`src/rtl/fsa_pkg.sv`:
```
package fsa_pkg;

    localparam int CNT_W    = 16;          // width of each shape field
    localparam int XFER_W   = 2 * CNT_W;   // packed {height, width}
    localparam int WPL_W    = CNT_W + 1;   // words per line
    localparam int STRIDE_W = CNT_W + 2;   // bytes per line

    // words needed for one line: ceil(width * bpp / 32)
    function automatic logic [WPL_W-1:0] words_per_line(
        input logic [CNT_W-1:0] width,
        input logic             wide
    );
        logic [WPL_W-1:0] wx;
        wx = {1'b0, width};
        return wide ? wx : ((wx + WPL_W'(1)) >> 1);
    endfunction

    // byte stride of one line: width * bytes per pixel
    function automatic logic [STRIDE_W-1:0] line_stride(
        input logic [CNT_W-1:0] width,
        input logic             wide
    );
        return wide ? {width, 2'b00} : {1'b0, width, 1'b0};
    endfunction

endpackage

```
`src/rtl/fsa_base_regs.sv`:
```
module fsa_base_regs #(
    parameter int             AW         = 32,
    parameter logic [AW-1:0]  RESET_BASE = '0
) (
    input  logic          clk,
    input  logic          rst_n,
    input  logic          next_we,
    input  logic [AW-1:0] next_in,
    input  logic          swap,
    output logic [AW-1:0] next_q,
    output logic [AW-1:0] cur_q
);

    typedef struct packed {
        logic [AW-1:0] pend;
        logic [AW-1:0] act;
    } base_st_t;

    base_st_t st_d, st_q;

    always_comb begin
        st_d = st_q;
        // promotion uses the value held before this edge
        if (swap)
            st_d.act = st_q.pend;
        if (next_we)
            st_d.pend = next_in;
    end

    always_ff @(posedge clk or negedge rst_n) begin
        if (!rst_n) begin
            st_q.pend <= RESET_BASE;
            st_q.act  <= RESET_BASE;
        end else begin
            st_q <= st_d;
        end
    end

    assign next_q = st_q.pend;
    assign cur_q  = st_q.act;

endmodule

```
`src/rtl/fsa_scan_gen.sv`:
```
module fsa_scan_gen
    import fsa_pkg::*;
#(
    parameter int AW = 32
) (
    input  logic              clk,
    input  logic              rst_n,
    input  logic              start,
    input  logic              run,
    input  logic              stop,
    input  logic              xfer_we,
    input  logic [XFER_W-1:0] xfer_in,
    input  logic              pix32,
    input  logic [AW-1:0]     frame_base,
    input  logic              can_push,
    output logic              push,
    output logic [AW-1:0]     push_addr
);

    typedef struct packed {
        logic [XFER_W-1:0] xfer;
        logic              active;
        logic              wide;
        logic [CNT_W-1:0]  hcnt;
        logic [CNT_W-1:0]  vcnt;
        logic [WPL_W-1:0]  wpl;
        logic [WPL_W-1:0]  col;
        logic [CNT_W-1:0]  line;
        logic [AW-1:0]     line_base;
    } scan_st_t;

    scan_st_t st_d, st_q;

    logic [CNT_W-1:0] h_cfg, v_cfg;
    logic [AW-1:0]    stride_ext;
    logic [AW-1:0]    line_word;
    logic             push_c;
    logic             last_col, last_line;

    always_comb begin
        h_cfg      = st_q.xfer[CNT_W-1:0];
        v_cfg      = st_q.xfer[XFER_W-1:CNT_W];
        stride_ext = AW'(line_stride(st_q.hcnt, st_q.wide));
        line_word  = {st_q.line_base[AW-1:2], 2'b00};
        push_c     = st_q.active && can_push;
        last_col   = (st_q.col  == st_q.wpl  - WPL_W'(1));
        last_line  = (st_q.line == st_q.vcnt - CNT_W'(1));

        st_d = st_q;

        if (xfer_we)
            st_d.xfer = xfer_in;

        if (push_c) begin
            if (last_col) begin
                st_d.col = '0;
                if (last_line) begin
                    st_d.active = 1'b0;
                end else begin
                    st_d.line      = st_q.line + CNT_W'(1);
                    st_d.line_base = st_q.line_base + stride_ext;
                end
            end else begin
                st_d.col = st_q.col + WPL_W'(1);
            end
        end

        // frame start: snapshot shape and pixel size, rewind
        if (start) begin
            st_d.active    = run && (h_cfg != '0) && (v_cfg != '0);
            st_d.wide      = pix32;
            st_d.hcnt      = h_cfg;
            st_d.vcnt      = v_cfg;
            st_d.wpl       = words_per_line(h_cfg, pix32);
            st_d.col       = '0;
            st_d.line      = '0;
            st_d.line_base = frame_base;
        end

        // clear halts the scan and wins over a start
        if (stop)
            st_d.active = 1'b0;
    end

    always_ff @(posedge clk or negedge rst_n) begin
        if (!rst_n)
            st_q <= '0;
        else
            st_q <= st_d;
    end

    assign push      = push_c;
    assign push_addr = line_word + (AW'(st_q.col) << 2);

endmodule

```
`src/rtl/fsa_req_fifo.sv`:
```
module fsa_req_fifo #(
    parameter int W     = 32,
    parameter int DEPTH = 4
) (
    input  logic         clk,
    input  logic         rst_n,
    input  logic         flush,
    input  logic         push,
    input  logic [W-1:0] din,
    input  logic         pop,
    output logic         full,
    output logic         valid,
    output logic [W-1:0] head
);

    localparam int PW = $clog2(DEPTH);
    localparam int CW = $clog2(DEPTH + 1);

    typedef struct packed {
        logic [PW-1:0] wr;
        logic [PW-1:0] rd;
        logic [CW-1:0] cnt;
    } fifo_st_t;

    fifo_st_t st_d, st_q;
    logic [W-1:0] mem [DEPTH];
    logic push_ok, pop_ok;

    always_comb begin
        push_ok = push && (st_q.cnt != CW'(DEPTH));
        pop_ok  = pop  && (st_q.cnt != '0);
        st_d    = st_q;
        if (flush) begin
            st_d = '0;
        end else begin
            if (push_ok)
                st_d.wr = (st_q.wr == PW'(DEPTH - 1)) ? '0 : st_q.wr + PW'(1);
            if (pop_ok)
                st_d.rd = (st_q.rd == PW'(DEPTH - 1)) ? '0 : st_q.rd + PW'(1);
            if (push_ok && !pop_ok)
                st_d.cnt = st_q.cnt + CW'(1);
            else if (pop_ok && !push_ok)
                st_d.cnt = st_q.cnt - CW'(1);
        end
    end

    always_ff @(posedge clk or negedge rst_n) begin
        if (!rst_n)
            st_q <= '0;
        else
            st_q <= st_d;
    end

    always_ff @(posedge clk) begin
        if (push_ok && !flush)
            mem[st_q.wr] <= din;
    end

    assign full  = (st_q.cnt == CW'(DEPTH));
    assign valid = (st_q.cnt != '0);
    assign head  = mem[st_q.rd];

endmodule

```
`src/rtl/frame_scan_addr_gen.sv`:
```
module frame_scan_addr_gen
    import fsa_pkg::*;
#(
    parameter int            AW         = 32,
    parameter int            Q_DEPTH    = 4,
    parameter logic [AW-1:0] RESET_BASE = '0
) (
    input  logic              clk,
    input  logic              rst_n,
    input  logic              run,
    input  logic              pix32,
    input  logic              vsync,
    input  logic              fifo_clr,
    input  logic              next_we,
    input  logic [AW-1:0]     next_base_in,
    input  logic              xfer_we,
    input  logic [XFER_W-1:0] xfer_cnt,
    output logic [AW-1:0]     cur_base,
    output logic              rd_valid,
    input  logic              rd_ready,
    output logic [AW-1:0]     rd_addr
);

    logic [AW-1:0] next_base_q;
    logic          q_full;
    logic          gen_push;
    logic [AW-1:0] gen_addr;
    logic          q_flush;

    // a new frame or a clear drops whatever is queued
    assign q_flush = vsync || fifo_clr;

    fsa_base_regs #(
        .AW         (AW),
        .RESET_BASE (RESET_BASE)
    ) u_base (
        .clk     (clk),
        .rst_n   (rst_n),
        .next_we (next_we),
        .next_in (next_base_in),
        .swap    (vsync),
        .next_q  (next_base_q),
        .cur_q   (cur_base)
    );

    fsa_scan_gen #(
        .AW (AW)
    ) u_gen (
        .clk        (clk),
        .rst_n      (rst_n),
        .start      (vsync),
        .run        (run),
        .stop       (fifo_clr),
        .xfer_we    (xfer_we),
        .xfer_in    (xfer_cnt),
        .pix32      (pix32),
        .frame_base (next_base_q),
        .can_push   (!q_full),
        .push       (gen_push),
        .push_addr  (gen_addr)
    );

    fsa_req_fifo #(
        .W     (AW),
        .DEPTH (Q_DEPTH)
    ) u_queue (
        .clk   (clk),
        .rst_n (rst_n),
        .flush (q_flush),
        .push  (gen_push),
        .din   (gen_addr),
        .pop   (rd_ready),
        .full  (q_full),
        .valid (rd_valid),
        .head  (rd_addr)
    );

endmodule

```
`config.mk`:
```
export PLATFORM = sky130hd
export DESIGN_NAME = frame_scan_addr_gen
export DESIGN_NICKNAME = d
export VERILOG_FILES = /design/src/rtl/fsa_pkg.sv /design/src/rtl/fsa_base_regs.sv /design/src/rtl/fsa_scan_gen.sv /design/src/rtl/fsa_req_fifo.sv /design/src/rtl/frame_scan_addr_gen.sv
export SDC_FILE = /design/constraint.sdc
export NUM_CORES = 1
export LEC_CHECK = 0
export BUFFER_PORTS_ARGS = -buffer_cell sky130_fd_sc_hd__buf_2
export CORE_MARGIN = 2
export CORE_UTILIZATION = 55
export DETAILED_ROUTE_END_ITERATION = 10
export GPL_ROUTABILITY_DRIVEN = 1
export PLACE_DENSITY = 0.73
export REMOVE_ABC_BUFFERS = 1
export SYNTH_ARGS = -nofsm -noshare
export SYNTH_HDL_FRONTEND = slang
export SYNTH_SLANG_ARGS = --single-unit
```
`constraint.sdc`:
```
create_clock -name clk -period 3.85 [get_ports clk]
set_input_delay 0.1925 -clock clk [delete_from_list [all_inputs] [get_ports clk]]
set_output_delay 0.1925 -clock clk [all_outputs]
set_load 0.02 [all_outputs]
```
==> results_dict.tcl <==
set metrics [dict create \
    status "finished clean" \
    yosys.cell_types.count 79 \
    setup_viol_count_final 0 \
    ys_async_sr_fraction_pct 64.4 \
    drt_iter0_markers 703 \
    clk_pin_slew_ns 0.06 \
    r2r_start "u_gen.st_q[73]$_DFFE_PN0P_" \
    crit_end "u_gen.st_q[44]$_DFFE_PN0P_" \
    max_freq_mhz 277 \
    relSlewSlack_pct 18.8 \
    crit_required_ns 4.26 \
    clkSinkCount 337 \
    finalHoldWorstSlack_ns 0.0437 \
    rows 64 \
    irDropWorstVdd_mv 0.384 \
    synthCells 1443 \
    startpoint "u_gen.st_q[73]$_DFFE_PN0P_" \
    cellLeakagePower_nw 8.08 \
    num_antenna_cells 0 \
    critPathLaunchType "flip-flop" \
    postSynthAreaPerCell_sq_um 11.8 \
    die_x_um 180 \
    gp_congestion 0.906 \
    crit_arrival_ns 4.01 \
    syn_area_sq_um 17000 \
    ios 138 \
    synth_seq_area_share_pct 53.1 \
    fin_skew_ns 0.0159 \
    rrSetupSlack_ns 0.25 \
    r2r_cells 10 \
    clk_path_buf_depth 3 \
    finalSetupTns_ns 0 \
    seqCellArea_sq_um 9030 \
    fill_cells 2246 \
    numPortBuffers 135 \
    drtPass1Iterations 5 \
    cts_tree "yes" \
    cts_setup_buffers 0 \
    post_drt_wl_per_cell_um 18.5 \
    slew_viol_final 0 \
    wl_mm 38.1 \
    areaGrowthSynthToFinish_pct 17.5 \
    r2r-end "u_gen.st_q[44]$_DFFE_PN0P_" \
    core_area_sq_um 30500 \
    clk_latency_ns 0.53 \
    drive_gt1_share_pct 23.8 \
    die_h_um 180 \
    overflow 0 \
    drc 0 \
    crit_fanout 11 \
    layout_common_cells "216 x dfrtp_1, 133 x buf_2, 124 x mux2_2, 120 x edfxtp_1, 116 x o21ai_0" \
    via_per_inst 5.79 \
    grt_pass1_wl_mm 62.7 \
    rsz0062_at_grt "false" \
    grtUsageTotal_pct 23.7 \
    maxCapViolCount 0 \
    tightest_slew_ns 1.22 \
    multi_input_area_sq_um 7490 \
    cts_buffers 37 \
    via_count 11900 \
    hold_class "in -> reg" \
    min_period_ns 3.60 \
    grt_pass1_vias 12000 \
    ys.flop_type "dfrtp_1" \
    p_per_area_nw_per_um2 465 \
    ant_nets 0 \
    ys_warn_count 0 \
    period_share_pct 93.6 \
    die_area_sq_um 32300 \
    critPathKind "reg -> reg" \
    end_kind "flip-flop" \
    nNetsFinal 1760 \
    final_common_cell "dfrtp_1" \
    cts_htree_levels 2 \
    initial_core_util_pct 55.7 \
    grt_max_degree 122 \
    synth_edf_count 120 \
    ys_ff_latch 337 \
    dpl.hpwl_mm 25.6 \
    root_buffer "clkbuf_16" \
    hold_violations 0 \
    grt_antenna_before_repair 1 \
]
-- stage by stage --
stage	utilization (%)	worst slack, ns	instance area [sq um]	total power, mW	std cells
floorplan	-	0.325	16700	5.23	1379
global placement	59.2	0.291	18100	5.68	1930
detailed placement	59.2	0.249	18100	5.72	1930
CTS	65.4	0.222	20000	9.34	2063
global route	65.5	0.0107	20000	9.69	2063
finish	65.5	0.246	20000	9.30	2063
-- worst max-delay path: stages, from the launching register on --
cell and delay, ns:
dfrtp_1 0.46, or4_4 0.58, or4_4 0.44, nor4_1 0.28, xor2_1 0.13, nor4_2 0.36
nand4bb_1 0.15, buf_4 0.22, nor3_1 0.34, and3_1 0.22, mux2_1 0.31
-- power breakdown --
| group | leakage (nW) | switching, mW | internal [mW] |
|---|---|---|---|
| Clock | 0.596 | 1.47 | 2.10 |
| Combinational | 3.75 | 0.785 | 0.674 |
| Sequential | 3.74 | 0.280 | 3.99 |
| Total | 8.08 | 2.54 | 6.76 |
-- what timing repair did --
item	CTS	global route
endpoints found under the setup margin	0	5
endpoints found under the hold margin	188	0
gates resized for setup	0	4
hold buffers	66	0
-- Yosys cell counts, types with 16 or more instances --
library cell / number / area share (%)
nand2b_1: 16 / 0.59
a21oi_1: 43 / 1.3
nor2_1: 88 / 1.9
mux2i_1: 22 / 1.3
nand4_1: 18 / 0.66
clkbuf_1: 40 / 0.88
a31oi_1: 16 / 0.59
nand2_1: 84 / 1.9
nor2b_1: 23 / 0.85
mux2_2: 124 / 8.2
nor4_1: 19 / 0.70
xor2_1: 25 / 1.3
nand3_1: 29 / 0.85
and3_1: 19 / 0.70
mux4_2: 30 / 4.0
xnor2_1: 69 / 3.6
o21ai_0: 116 / 3.4
inv_1: 55 / 1.2
ha_1: 45 / 3.3
edfxtp_1: 120 / 21
dfrtp_1: 217 / 32
nor3_1: 34 / 1.0
-- kinds of logic after synthesis --
kind of cell	share of synthesized area, %
AND/OR/NAND/NOR	12.4
flip-flops	53.1
AO/OA/AOI/OAI	9.47
multiplexers	13.6
buffers and inverters	2.93
XOR/XNOR	4.84
adder cells (fa/ha/maj)	3.67
other	0.0221
-- per-layer routing --
metal  up-vias  part of all wire, %  track usage (%)
met2       269                   49             40.9
met3        60                  4.1             3.08
met1      5914                   44             31.8
met4         2                  2.3             6.54
li1       5692                    -                -
met5         -                0.034                0
-- sequential cells by signal, summed over array words and instances, names as in the netlist --
register / flops
u_base.cur_q: 32
u_base.next_q: 32
u_gen.h_cfg: 16
u_gen.line_word: 30
u_gen.st_q: 100
u_queue.mem: 120
u_queue.st_q: 7
-- worst min-delay path by stage --
stage | from | to | slack [ns] | cells after the start
global route | run | u_gen.st_q[115]$_DFFE_PN0P_ | 0.08 | 5
CTS | run | u_gen.st_q[115]$_DFFE_PN0P_ | 0.04 | 5
finish | run | u_gen.st_q[115]$_DFFE_PN0P_ | 0.04 | 5
floorplan | rst_n | u_base.cur_q[0]$_DFFE_PN0P_ | -0.10 | 0
detailed placement | rst_n | u_base.next_q[5]$_DFFE_PN0P_ | 0.36 | 1
global placement | rst_n | u_base.cur_q[5]$_DFFE_PN0P_ | 0.36 | 1
-- area by class of cell --
| type | instances | share of cell area (%) |
|---|---|---|
| tap | 396 | 2.48 |
| clock buffer | 45 | 4.88 |
| inverter | 57 | 1.07 |
| multi-input combinational | 985 | 37.5 |
| sequential | 337 | 45.2 |
| clock inverter | 22 | 1.28 |
| timing repair buffer | 221 | 7.56 |
(Power assumes the default switching activity.)
